**config.mk**
```make
export PLATFORM = sky130hd
export DESIGN_NAME = owire_master
export DESIGN_NICKNAME = d
export VERILOG_FILES = /design/src/rtl/owire_pkg.sv /design/src/rtl/owire_tick.sv /design/src/rtl/owire_sync.sv /design/src/rtl/owire_engine.sv /design/src/rtl/owire_master.sv
export SDC_FILE = /design/constraint.sdc
export NUM_CORES = 1
export LEC_CHECK = 0
export CAP_MARGIN = 20
export CORE_MARGIN = 4
export CORE_UTILIZATION = 51
export CTS_CLUSTER_DIAMETER = 100
export DETAILED_ROUTE_END_ITERATION = 8
export DONT_BUFFER_PORTS = 1
export GPL_ROUTABILITY_DRIVEN = 0
export PLACE_DENSITY = 0.64
export SYNTH_ARGS = -nofsm -noshare
export SYNTH_HDL_FRONTEND = slang
export SYNTH_SLANG_ARGS = --single-unit
```
**constraint.sdc**
```tcl
create_clock -name clk -period 4.3 [get_ports clk]
set_input_delay 0 -clock clk [delete_from_list [all_inputs] [get_ports clk]]
set_output_delay 0 -clock clk [all_outputs]
set_load 0.005 [all_outputs]
```
**src/rtl/owire_pkg.sv**
```systemverilog
package owire_pkg;
  // register byte offsets (software-visible map)
  localparam int unsigned OFF_CTRL = 0;
  localparam int unsigned OFF_DIV  = 2;
  localparam int unsigned OFF_SRST = 4;

  // control register bit positions
  localparam int unsigned B_RST_CMD = 7;
  localparam int unsigned B_PRES    = 6;
  localparam int unsigned B_W0_CMD  = 5;
  localparam int unsigned B_W1_CMD  = 4;
  localparam int unsigned B_RDBIT   = 3;

  typedef enum logic [2:0] {
    ST_IDLE,
    ST_RLOW,
    ST_RWIN,
    ST_W0LOW,
    ST_W0REC,
    ST_SLOT
  } owire_st_t;
endpackage

```
**src/rtl/owire_tick.sv**
```systemverilog
module owire_tick #(
  parameter int DIV_W = 8
) (
  input  logic             clk,
  input  logic             rst,
  input  logic             restart,
  input  logic [DIV_W-1:0] div,
  output logic             tick
);
  logic [DIV_W-1:0] cnt;

  assign tick = (cnt == div);

  always_ff @(posedge clk) begin
    if (rst || restart) cnt <= '0;
    else if (tick)      cnt <= '0;
    else                cnt <= cnt + 1'b1;
  end
endmodule

```
**src/rtl/owire_sync.sv**
```systemverilog
module owire_sync #(
  parameter int STAGES = 2
) (
  input  logic clk,
  input  logic rst,
  input  logic d,
  output logic q
);
  logic [STAGES-1:0] sr;

  // idle bus is high, so the chain resets to ones
  always_ff @(posedge clk) begin
    if (rst) sr <= '1;
    else     sr <= {sr[STAGES-2:0], d};
  end

  assign q = sr[STAGES-1];
endmodule

```
**src/rtl/owire_engine.sv**
```systemverilog
module owire_engine
  import owire_pkg::*;
#(
  parameter int T_RLOW  = 511,
  parameter int T_RWIN  = 512,
  parameter int T_PSAMP = 70,
  parameter int T_SLOT  = 60,
  parameter int T_W1LOW = 1,
  parameter int T_RSAMP = 15,
  parameter int T_REC   = 1
) (
  input  logic       clk,
  input  logic       rst,
  input  logic       go_rst,
  input  logic       go_w0,
  input  logic       go_w1,
  input  logic       tick,
  input  logic       line_s,
  output logic [2:0] cmd,      // {reset, write0, write1/read}
  output logic       presence,
  output logic       rd_bit,
  output logic       line_oe
);
  localparam int MAXT  = (T_RWIN > T_RLOW) ? T_RWIN : T_RLOW;
  localparam int CNT_W = $clog2(MAXT) + 1;
  localparam logic [CNT_W-1:0] L_RLOW  = CNT_W'(T_RLOW - 1);
  localparam logic [CNT_W-1:0] L_RWIN  = CNT_W'(T_RWIN - 1);
  localparam logic [CNT_W-1:0] L_PSAMP = CNT_W'(T_PSAMP - 1);
  localparam logic [CNT_W-1:0] L_SLOT  = CNT_W'(T_SLOT - 1);
  localparam logic [CNT_W-1:0] L_W1LOW = CNT_W'(T_W1LOW - 1);
  localparam logic [CNT_W-1:0] L_RSAMP = CNT_W'(T_RSAMP - 1);
  localparam logic [CNT_W-1:0] L_REC   = CNT_W'(T_REC - 1);

  owire_st_t        st;
  logic [CNT_W-1:0] cnt;
  logic             samp;

  always_ff @(posedge clk) begin
    if (rst) begin
      st       <= ST_IDLE;
      cnt      <= '0;
      cmd      <= '0;
      presence <= 1'b0;
      rd_bit   <= 1'b0;
      line_oe  <= 1'b0;
      samp     <= 1'b0;
    end else begin
      case (st)
        ST_IDLE: begin
          cnt <= '0;
          if (go_rst) begin
            st <= ST_RLOW;  cmd <= 3'b100; line_oe <= 1'b1;
          end else if (go_w0) begin
            st <= ST_W0LOW; cmd <= 3'b010; line_oe <= 1'b1;
          end else if (go_w1) begin
            st <= ST_SLOT;  cmd <= 3'b001; line_oe <= 1'b1;
          end
        end
        ST_RLOW: if (tick) begin
          if (cnt == L_RLOW) begin
            st <= ST_RWIN; cnt <= '0; line_oe <= 1'b0; samp <= 1'b0;
          end else cnt <= cnt + 1'b1;
        end
        ST_RWIN: if (tick) begin
          if (cnt == L_PSAMP) samp <= !line_s;
          if (cnt == L_RWIN) begin
            st <= ST_IDLE; cmd <= '0; presence <= samp; cnt <= '0;
          end else cnt <= cnt + 1'b1;
        end
        ST_W0LOW: if (tick) begin
          if (cnt == L_SLOT) begin
            st <= ST_W0REC; cnt <= '0; line_oe <= 1'b0;
          end else cnt <= cnt + 1'b1;
        end
        ST_W0REC: if (tick) begin
          if (cnt == L_REC) begin
            st <= ST_IDLE; cmd <= '0; cnt <= '0;
          end else cnt <= cnt + 1'b1;
        end
        ST_SLOT: if (tick) begin
          if (cnt == L_W1LOW) line_oe <= 1'b0;
          if (cnt == L_RSAMP) samp <= line_s;
          if (cnt == L_SLOT) begin
            st <= ST_IDLE; cmd <= '0; rd_bit <= samp; cnt <= '0;
          end else cnt <= cnt + 1'b1;
        end
        default: st <= ST_IDLE;
      endcase
    end
  end
endmodule

```
**src/rtl/owire_master.sv**
```systemverilog
module owire_master
  import owire_pkg::*;
#(
  parameter int ADDR_W  = 3,
  parameter int DIV_W   = 8,
  parameter int SYNC_N  = 2,
  parameter int T_RLOW  = 511,
  parameter int T_RWIN  = 512,
  parameter int T_PSAMP = 70,
  parameter int T_SLOT  = 60,
  parameter int T_W1LOW = 1,
  parameter int T_RSAMP = 15,
  parameter int T_REC   = 1
) (
  input  logic              clk,
  input  logic              rst,
  input  logic              wr_en,
  input  logic [ADDR_W-1:0] addr,
  input  logic [7:0]        wdata,
  output logic [7:0]        rdata,
  output logic              line_oe,
  input  logic              line_in
);
  localparam logic [ADDR_W-1:0] A_CTRL = ADDR_W'(OFF_CTRL);
  localparam logic [ADDR_W-1:0] A_DIV  = ADDR_W'(OFF_DIV);
  localparam logic [ADDR_W-1:0] A_SRST = ADDR_W'(OFF_SRST);

  logic [DIV_W-1:0] div_q;
  logic             srst_q;
  logic [2:0]       cmd;
  logic             presence, rd_bit, tick, line_s;
  logic             eng_rst, ctrl_wr, go_rst, go_w0, go_w1;

  assign eng_rst = rst | srst_q;
  assign ctrl_wr = wr_en && (addr == A_CTRL) && !srst_q && (cmd == 3'b000);
  assign go_rst  = ctrl_wr && wdata[B_RST_CMD];
  assign go_w0   = ctrl_wr && !wdata[B_RST_CMD] && wdata[B_W0_CMD];
  assign go_w1   = ctrl_wr && !wdata[B_RST_CMD] && !wdata[B_W0_CMD] && wdata[B_W1_CMD];

  always_ff @(posedge clk) begin
    if (rst) begin
      div_q  <= '0;
      srst_q <= 1'b0;
    end else if (wr_en) begin
      if (addr == A_DIV)  div_q  <= wdata[DIV_W-1:0];
      if (addr == A_SRST) srst_q <= wdata[0];
    end
  end

  always_ff @(posedge clk) begin
    if (rst) rdata <= '0;
    else begin
      rdata <= '0;
      if (addr == A_CTRL) begin
        rdata[B_RST_CMD] <= cmd[2];
        rdata[B_PRES]    <= presence;
        rdata[B_W0_CMD]  <= cmd[1];
        rdata[B_W1_CMD]  <= cmd[0];
        rdata[B_RDBIT]   <= rd_bit;
      end else if (addr == A_DIV) rdata[DIV_W-1:0] <= div_q;
      else if (addr == A_SRST)    rdata[0] <= srst_q;
    end
  end

  owire_tick #(.DIV_W(DIV_W)) u_tick (
    .clk(clk), .rst(eng_rst), .restart(go_rst | go_w0 | go_w1),
    .div(div_q), .tick(tick)
  );

  owire_sync #(.STAGES(SYNC_N)) u_sync (
    .clk(clk), .rst(rst), .d(line_in), .q(line_s)
  );

  owire_engine #(
    .T_RLOW(T_RLOW), .T_RWIN(T_RWIN), .T_PSAMP(T_PSAMP), .T_SLOT(T_SLOT),
    .T_W1LOW(T_W1LOW), .T_RSAMP(T_RSAMP), .T_REC(T_REC)
  ) u_eng (
    .clk(clk), .rst(eng_rst), .go_rst(go_rst), .go_w0(go_w0), .go_w1(go_w1),
    .tick(tick), .line_s(line_s), .cmd(cmd), .presence(presence),
    .rd_bit(rd_bit), .line_oe(line_oe)
  );
endmodule

```
==> results of run 1 <==
cell families (layout without fill, tap and decap cells):
group | count (synthesis) | after routing | share of synthesized area (%)
AND/OR/NAND/NOR | 128 | 128 | 28.96
flip-flops | 47 | 47 | 37.10
AO/OA/AOI/OAI | 46 | 46 | 13.27
buffers and inverters | 24 | 33 | 3.947
multiplexers | 23 | 23 | 9.077
XOR/XNOR | 15 | 15 | 5.180
adder cells (fa/ha/maj) | 5 | 5 | 2.467
power by group through the flow:
stage | registers (mW) | clock network, mW | logic (mW)
floorplan | 0.498 | 0 | 0.286
global placement | 0.527 | 0 | 0.320
detailed placement | 0.527 | 0 | 0.318
CTS | 0.516 | 0.293 | 0.336
global route | 0.527 | 0.310 | 0.375
finish | 0.518 | 0.283 | 0.343
placed cells by master, fill, tap and decap left out, types with 5 or more instances in the layout:
cell           Yosys  final
dfxtp_1           47     47
nor2_1            29     29
mux2i_1           23     23
nand3_1           17     17
nand2_1           15     15
dlygate4sd3_1      0     15
xor2_1            13     13
a21oi_1           11     11
o31ai_1            8      8
inv_1              7      7
or4_1              7      7
or3_1              6      6
nor3_1             6      6
nor4_1             6      6
clkbuf_8           0      6
and3_1             5      5
ha_1               5      5
worst max path at each step:
stage | to | cells past startpoint | slack, ps
6_report | u_eng.cnt[8]$_SDFFE_PP0P_ | 6 | 1570
5_1_grt | u_eng.cnt[5]$_SDFFE_PP0P_ | 6 | 1360
4_1_cts | u_eng.cnt[5]$_SDFFE_PP0P_ | 5 | 1470
3_5_place_dp | u_eng.cnt[0]$_SDFFE_PP0P_ | 5 | 1510
3_3_place_gp | u_eng.cnt[3]$_SDFFE_PP0P_ | 5 | 1610
2_1_floorplan | u_eng.cmd[0]$_SDFFE_PP0P_ | 8 | 2100
per-stage QoR:
stage | worst slack, ps | area, µm²
finish | 1571 | 2819
global route | 1363 | 2819
CTS | 1473 | 2814
detailed placement | 1509 | 2567
global placement | 1615 | 2567
floorplan | 2102 | 2536
state kept, by name, summed over array words and instances, names as in the netlist:
signal,flops
u_eng.cmd,3
srst_q,1
u_eng.cnt,10
u_sync.sr,2
rdata,8
u_eng.samp,1
u_eng.st,3
u_eng.rd_bit,1
u_tick.cnt,8
u_eng.presence,1
div_q,8
u_eng.line_oe,1
worst max-delay path, delay by kind of cell (launching register included):
family | cells | cell delay (ps)
AOI/OAI and AO/OA | 3 | 1070
and+or+nand+nor | 1 | 730
DFF | 1 | 350
buffers and inverters | 1 | 280
xor gates and xnor gates | 1 | 170
routing by layer:
metal	share of wire [%]	up-vias
met1	51	1003
li1	-	1085
met3	3.8	6
met5	0	-
met4	0.94	0
met2	44	41
area by class of cell:
class,instances,area [µm²]
well taps,67,83.83
repair buffers,18,170.2
clock inverters,2,13.76
inverters,7,26.28
multi-input cells,217,1501
fillers,437,1967
flip-flops and latches,47,940.9
clock buffers,6,82.58
repair_timing:
item	4_1_cts	5_1_grt
hold buffers	15	0
endpoints found under the setup margin	0	0
hold endpoints to repair	25	0
setup buffers	0	0
==> reports/metrics.csv, run 1 <==
metric,value,unit
outcome,completed,
Peak VDD IR,0.2502,mV
# DRC,0,
sw frac,34.77,%
Max-cap violations,0,
sequential share of the synthesized area,37.10,%
Clock Power Share,24.7,%
M3 GR Usage,4.014,%
WHS,14.29,ps
power after layout,1.144,mW
1st-iter DRT viols,177,
RR Startpoint,div_q[5]$_SDFFE_PP0P_,
Congestion Overflow GR,0,
syn avg cell area,8.806,µm²
H-tree depth,2,
final WL,5654,µm
vias per inst,5.865,
io pins,24,
"Worst Path Class, Setup",reg2reg,
total number of yosys warnings,0,
Port Buf Inserts,0,
grt met1 use,27.92,%
Final Hold Vio Count,0,
Synth area leader,dfxtp_1,
worst min-delay path class,in2reg,
initial antenna violation count,0,
fraction of layout cells with a size suffix above 1,8.081,%
CP Launch Type,flip-flop,
CTS Sinks,47,
Hold Path End,u_eng.cmd[1]$_SDFFE_PP0P_,
final slew viol count,0,
CP Launch Point,div_q[5]$_SDFFE_PP0P_,
"Net Count, Synth",308,
Core Region,0.004786,mm²
CTS tree,done,
Area contributors post-synth,"dfxtp_1, mux2i_1, xor2_1, nor2_1, nand3_1",
crit path capture type,flip-flop,
crit path DAT,2910,ps
R2R depth,6,
Psw,397.8,µW
"Setup violations, final",0,
met2 Resource Use GR,28.95,%
pwr dens,405.9,mW/mm²
Synth top cells by count,"dfxtp_1, nor2_1, mux2i_1",
antenna diode count,0,
slowest cell delay on critical path,730,ps
post-cts gate resize count,0,
pin count of the biggest net entering global routing,23,
Reg2Reg Capture Point,u_eng.cnt[8]$_SDFFE_PP0P_,
cells after synthesis,288,
fin crit period,2729,ps
clock buffer depth,2,
row cnt,25,
Root Driver,clkbuf_8,
setup TNS,0,ps
"Critical Path, Cell by Cell",xor2_1 -> nor4_2 -> a21oi_2 -> o31ai_1 -> clkbuf_2 -> a21oi_1,
Pleak,1.038,nW
final net count,316,
#FFs+latches synth,47,
RSZ-0062 raised after global routing,no,
total track usage,19.24,%
slew at the pin closest to its max-slew limit,792.8,ps
Mapped Area,0.002536,mm²
crit-path max FO,19,
final antenna-violating net count,0,
Comb power frac,30.0,%
Worst Skew,6.314,ps
most common cell in the synthesized netlist,dfxtp_1,
"Core Util, Final",58.90,%
vias in the first global route,1945,
wire per inst,15.53,µm
clk_lat worst skew,300,ps
routed vias,2135,
"Reg clk slew, reported paths",90,ps
placed cells,340,
Int Pwr,746.3,µW
post-DP HPWL,3908,µm
Most used DFF post-synth,dfxtp_1,
die height,78.52,µm
Netlist cell types,54,
die area,0.006165,mm²
CP max-delay cell,nor4_2,
highest clock rate,366.5,MHz
Die W,78.52,µm
first-pass GRT wire length,9584,µm
CP required,4480,ps
hold_sp,wdata[5],
"Most Used Layer, Global Route",met2,
Synth top area share,37.10,%
Async SR Flop Fraction,0,%
CTS Buf Count,5,
FF-to-FF setup slack,1570,ps
area grow syn2layout,11.15,%
Post-synth EDFFs,0,
DRT Pass-1 Iters,5,
relative slew slack,46.40,%
depth of the worst hold-timing path,3,
fin cells,364,
Flop pwr share,45.3,%
period utilisation layout,63.46,%
effective utilization at floorplan,52.99,%
No activity file was read; power rests on OpenSTA's default activity.
==> inputs of run 2 (changes only) <==
- PLACE_DENSITY: 0.64 -> 0.67
- clock period: 4.3 -> 2.4 ns (I/O delays scaled with it)
==> run 2 against run 1 <==
  * Routed wire length is 7.0% higher
  * Highest routed layer unchanged
  * Count of clock-buffer cells in the layout is 1 lower
  * Critical path depth is 1 higher
  * Flip-flop and latch count stayed put
  * Via count is 5.6% higher
  * Largest cell class unchanged
  * Clock skew is 2.6 ps higher
  * Global-route usage is 0.96 points higher
  * Total power is 97% higher
  * Combinational power is 120% higher
  * Largest power group unchanged
  * Register-to-register slack worse by 1400 ps
==> reports/metrics.csv, run 2 (synthesized netlist as in run 1, its figures left out) <==
metric,value,unit,change
antenna diode count,0,,unchanged
outcome,completed,,
die area,0.006165,mm²,unchanged
Port Buf Inserts,0,,unchanged
"Worst Path Class, Setup",reg2reg,,
FF-to-FF setup slack,130,ps,-1440 ps
wire per inst,15.96,µm,+2.7%
1st-iter DRT viols,186,,+5.1%
"Most Used Layer, Global Route",met2,,
max reg flops,10,,unchanged
Pleak,1.110,nW,+6.9%
Worst Path Buf+Inv,1,,unchanged
total track usage,20.20,%,+0.96 points
Root Driver,clkbuf_8,,
most frequent cells in the layout,"dfxtp_1, nor2_1, mux2i_1",,
M3 GR Usage,4.014,%,unchanged
row cnt,25,,unchanged
slew at the pin closest to its max-slew limit,737.7,ps,-55.08 ps
clk_lat worst skew,300,ps,about the same
depth of the worst hold-timing path,3,,unchanged
crit path capture type,flip-flop,,
highest clock rate,441.2,MHz,+20%
DP Area,0.002658,mm²,+3.5%
final net count,331,,+4.7%
final slew viol count,0,,unchanged
Max-cap violations,0,,unchanged
CP Launch Point,u_eng.cnt[1]$_SDFFE_PP0P_,,
crit-path max FO,6,,-13
area grow syn2layout,17.32,%,
CP Launch Type,flip-flop,,
clock buffer depth,2,,unchanged
Reg2Reg Capture Point,u_eng.cmd[2]$_SDFFE_PP0P_,,
final WL,6047,µm,+7.0%
effective utilization at floorplan,52.99,%,unchanged
met2 Resource Use GR,31.15,%,+2.2 points
grt met1 use,27.97,%,+0.051 points
fin crit period,2267,ps,-462.0 ps
DRT Pass-1 Iters,4,,-1
RR Startpoint,u_eng.cnt[1]$_SDFFE_PP0P_,,
pwr dens,756.3,mW/mm²,+86%
first-pass GRT wire length,9991,µm,+4.2%
fraction of layout cells with a size suffix above 1,12.18,%,+4.1 points
Final Hold Vio Count,0,,unchanged
Core Region,0.004786,mm²,unchanged
RSZ-0062 raised after global routing,no,,
post-DP HPWL,4097,µm,+4.8%
crit path DAT,2460,ps,-450 ps
slowest cell delay on critical path,580,ps,-150 ps
CTS tree,done,,
vias in the first global route,2058,,+5.8%
"commonest non-fill, non-tap cell in the layout",dfxtp_1,,
CP max-delay cell,or4_4,,
cell family with most CP delay,simple AND/OR/NAND/NOR gates,,
worst min-delay path class,in2reg,,
Peak VDD IR,0.3589,mV,+43%
Die W,78.52,µm,unchanged
Top reg by flops,u_eng.cnt,,
pin count of the biggest net entering global routing,23,,unchanged
vias per inst,5.950,,+1.4%
"Setup violations, final",0,,unchanged
routed vias,2255,,+5.6%
H-tree depth,2,,unchanged
Congestion Overflow GR,0,,unchanged
relative slew slack,50.82,%,+4.4 points
die height,78.52,µm,unchanged
hold_sp,wdata[5],,
initial antenna violation count,0,,unchanged
CTS Sinks,47,,unchanged
CTS Buf Count,5,,unchanged
R2R depth,7,,+1
final antenna-violating net count,0,,unchanged
period utilisation layout,94.45,%,+31 points
# DRC,0,,unchanged
Hold Path End,u_eng.cmd[1]$_SDFFE_PP0P_,,
Worst Skew,8.870,ps,+2.555 ps
setup TNS,0,ps,unchanged
"Reg clk slew, reported paths",90,ps,about the same
io pins,24,,unchanged
design area,0.002975,mm²,+5.5%
"Critical Path, Cell by Cell",inv_1 -> ha_1 -> or4b_4 -> o31ai_4 -> nand4b_1 -> or4_4 -> mux2i_1,,
CP required,2590,ps,-1890 ps
==> run 2: changes by cell type in the layout (fill, tap and decap cells not counted), sizes merged <==
cell         delta
clkinv          -1
clkbuf          -2
bufinv          +1
dlygate4sd3     +4
clkinvlp        +1
buf            +12
==> run 2: worst max path at each step <==
| stage | to | cells past startpoint |
|---|---|---|
| 2_1_floorplan | u_eng.cmd[0]$_SDFFE_PP0P_ | 8 |
| 3_3_place_gp | u_eng.cmd[2]$_SDFFE_PP0P_ | 7 |
| 3_5_place_dp | u_eng.cmd[2]$_SDFFE_PP0P_ | 7 |
| 4_1_cts | u_eng.cmd[2]$_SDFFE_PP0P_ | 7 |
| 5_1_grt | u_eng.cmd[1]$_SDFFE_PP0P_ | 7 |
| 6_report | u_eng.cmd[2]$_SDFFE_PP0P_ | 7 |
==> run 2: area by class of cell <==
cell class / count / area [µm²]
tap: 67 / 83.83
clock inverter: 3 / 46.29
clock buffer: 5 / 68.82
inverter: 7 / 26.28
multi-input combinational: 217 / 1513
timing repair buffer: 33 / 295.3
fill: 398 / 1810
sequential: 47 / 942.2
==> run 2: where the power goes <==
part | internal (mW) | total [mW] | switching [mW] | leakage [nW]
clock | 0.314 | 0.595 | 0.281 | 0.0548
combinational | 0.349 | 0.742 | 0.394 | 0.674
sequential | 0.832 | 0.913 | 0.0809 | 0.381
total | 1.49 | 2.25 | 0.756 | 1.11
==> run 2: worst register-to-register path, stage by stage (launching register included) <==
cell and delay (ps):
dfxtp_2 360, inv_1 100, ha_1 140, or4b_4 490, o31ai_4 220, nand4b_1 150
or4_4 580, mux2i_1 140
==> run 2: metal layers <==
layer	share of wire [%]	up-vias
met4	0.79	0
met5	0	-
met3	6.1	4
met2	46	69
met1	47	1074
li1	-	1108
==> run 2: stage by stage <==
stage	worst slack (ps)	hold slack, ps	util [%]	cells	total power [mW]
after floorplan	201.7	78.47	-	288	1.405
after global placement	141.2	73.70	55.53	352	1.604
after detailed placement	81.11	75.92	55.53	352	1.608
after CTS	41.03	9.165	61.91	379	2.233
after global routing	7.507	25.99	62.17	379	2.372
final	133.3	15.97	62.17	379	2.250
==> run 2: repair_timing <==
item,in CTS,in global routing
setup buffers,0,0
gates resized for setup,0,5
hold buffers,19,0
endpoints found under the setup margin,0,11
hold endpoints to repair,25,0
==> inputs of run 3 (changes only) <==
- CORE_ASPECT_RATIO: default -> 1.1
==> run 3 against run 2 <==
  * Clock skew decreased by 5.8 ps
  * Flip-flop and latch count unchanged
  * Count of clock-buffer cells in the layout unchanged
  * Final cell count decreased by 3.7%
  * Critical path depth unchanged
  * Sequential power increased by 1%
  * Utilization decreased by 0.68 points
  * Critical path type unchanged
  * Largest cell class unchanged
==> reports/metrics.csv, run 3 (synthesized netlist as in run 1, its figures left out) <==
metric,value,unit,change
crit path DAT,2460,ps,about the same
Final WS setup,132.7,ps,-0.5170 ps
clk_lat worst skew,300,ps,about the same
setup TNS,0,ps,unchanged
period utilisation layout,94.47,%,about the same
Worst Path Buf+Inv,1,,unchanged
RR Startpoint,u_eng.cnt[1]$_SDFFE_PP0P_,,
first-pass GRT wire length,9480,µm,-5.1%
"Critical Path, Cell by Cell",inv_1 -> ha_1 -> or4b_4 -> o31ai_4 -> nand4b_1 -> or4_4 -> mux2i_1,,
antenna diode count,0,,unchanged
vias in the first global route,1995,,-3.1%
final slew viol count,0,,unchanged
most frequent cells in the layout,"dfxtp_1, nor2_1, mux2i_1",,
post-DP HPWL,4059,µm,-0.92%
worst min-delay path class,in2reg,,
"Core Util, Final",61.49,%,-0.68 points
DRT Pass-1 Iters,4,,unchanged
Congestion Overflow GR,0,,unchanged
Max-cap violations,0,,unchanged
WHS,13.58,ps,-2.392 ps
Core Region,0.004717,mm²,-1.4%
area of the multi-input gates,0.001505,mm²,-0.50%
depth of the worst hold-timing path,3,,unchanged
crit-path max FO,6,,unchanged
effective utilization at floorplan,53.77,%,+0.77 points
Port Buf Inserts,0,,unchanged
"Setup Fix Bufs, Post-CTS",0,,unchanged
relative slew slack,53.46,%,+2.6 points
# fillers,402,,+1.0%
Hold Path End,u_eng.cmd[1]$_SDFFE_PP0P_,,
CTS Sinks,47,,unchanged
sequential cell area,940.9,µm²,-0.13%
die height,81.96,µm,+4.4%
wire per inst,15.63,µm,-2.1%
final net count,329,,-0.60%
max reg flops,10,,unchanged
Worst Skew,3.050,ps,-5.819 ps
Final Hold Vio Count,0,,unchanged
CP max-delay cell,or4_4,,
highest clock rate,441.1,MHz,about the same
Peak VDD IR,0.3888,mV,+8.3%
FF-to-FF setup slack,130,ps,about the same
pre-CTS setup slack,87.59,ps,+6.477 ps
routed vias,2174,,-3.6%
"Reg clk slew, reported paths",80,ps,about the same
CP Launch Type,flip-flop,,
R2R depth,7,,unchanged
outcome,completed,,
initial antenna violation count,0,,unchanged
final WL,5704,µm,-5.7%
slew at the pin closest to its max-slew limit,698.1,ps,-39.59 ps
Top reg by flops,u_eng.cnt,,
# DRC,0,,unchanged
Pleak,1.086,nW,-2.1%
pin count of the biggest net entering global routing,23,,unchanged
CTS Buf Count,5,,unchanged
cell family with most CP delay,simple AND/OR/NAND/NOR gates,,
H-tree depth,2,,unchanged
clock buffer depth,2,,unchanged
fraction of layout cells with a size suffix above 1,11.33,%,-0.85 points
area grow syn2layout,14.36,%,
row cnt,26,,+4.0%
crit path capture type,flip-flop,,
Die W,75.24,µm,-4.2%
"Setup violations, final",0,,unchanged
final antenna-violating net count,0,,unchanged
slowest cell delay on critical path,580,ps,about the same
RSZ-0062 raised after global routing,no,,
"Worst Path Class, Setup",reg2reg,,
io pins,24,,unchanged
hold_sp,wdata[5],,
Reg2Reg Capture Point,u_eng.cmd[0]$_SDFFE_PP0P_,,
pwr dens,726.1,mW/mm²,-4.0%
"commonest non-fill, non-tap cell in the layout",dfxtp_1,,
CP required,2600,ps,about the same
1st-iter DRT viols,127,,-32%
CTS tree,done,,
vias per inst,5.956,,+0.11%
die area,0.006166,mm²,about the same
fin crit period,2267,ps,+0.5170 ps
Root Driver,clkbuf_8,,
CP Launch Point,u_eng.cnt[1]$_SDFFE_PP0P_,,
total track usage,19.83,%,-0.37 points
[run 3: cell count changes in the layout (fill, tap and decap cells not counted), sizes merged]
cell | previous run | this run
dlygate4sd3 | 19 | 17
clkinv | 0 | 2
clkinvlp | 1 | 0
inv | 8 | 7
bufinv | 1 | 0
[run 3: through the flow]
step / instance area (µm²) / instances / total power, mW
floorplan: 2536 / 288 / 1.405
global placement: 2644 / 341 / 1.616
detailed placement: 2644 / 341 / 1.614
CTS: 2897 / 365 / 2.110
global route: 2900 / 365 / 2.236
finish: 2900 / 365 / 2.106
[run 3: cell type report]
| type | count | area share [%] |
|---|---|---|
| clock buffer | 5 | 2.373 |
| tap | 56 | 2.416 |
| inverter | 7 | 0.9060 |
| clock inverter | 2 | 0.4745 |
| timing repair buffer | 31 | 9.491 |
| sequential | 47 | 32.44 |
| multi-input combinational | 217 | 51.90 |
[run 3: timing repair]
action / 4_1_cts / 5_1_grt
endpoints found under the hold margin: 27 / 0
hold buffers: 17 / 0
setup endpoints to repair: 0 / 3
gates resized for setup: 0 / 1
[run 3: layer usage]
layer / track usage [%] / routed length, µm / up-vias
met1: 28.47 / 2847 / 1019
met4: 7.692 / 122 / 0
met2: 29.36 / 2551 / 43
met5: 0 / 0 / -
met3: 3.305 / 183 / 12
li1: - / - / 1100
[run 3: worst max-delay path by stage]
stage | cells past startpoint | slack (ps) | end
6_report | 7 | 130 | u_eng.cmd[0]$_SDFFE_PP0P_
3_3_place_gp | 7 | 130 | u_eng.cmd[1]$_SDFFE_PP0P_
3_5_place_dp | 7 | 90 | u_eng.cmd[0]$_SDFFE_PP0P_
5_1_grt | 7 | 60 | u_eng.cmd[0]$_SDFFE_PP0P_
2_1_floorplan | 8 | 200 | u_eng.cmd[0]$_SDFFE_PP0P_
4_1_cts | 7 | 60 | u_eng.cmd[0]$_SDFFE_PP0P_
[run 3: tightest hold or removal path, delay by kind of cell]
kind	cells	cell delay [ps]
muxes	1	60
and+or+nand+nor	2	210
[run 3: power breakdown]
part	switching, mW	leakage, nW	internal (mW)
Sequential	0.0914	0.380	0.832
Clock	0.263	0.0440	0.199
Combinational	0.368	0.662	0.352
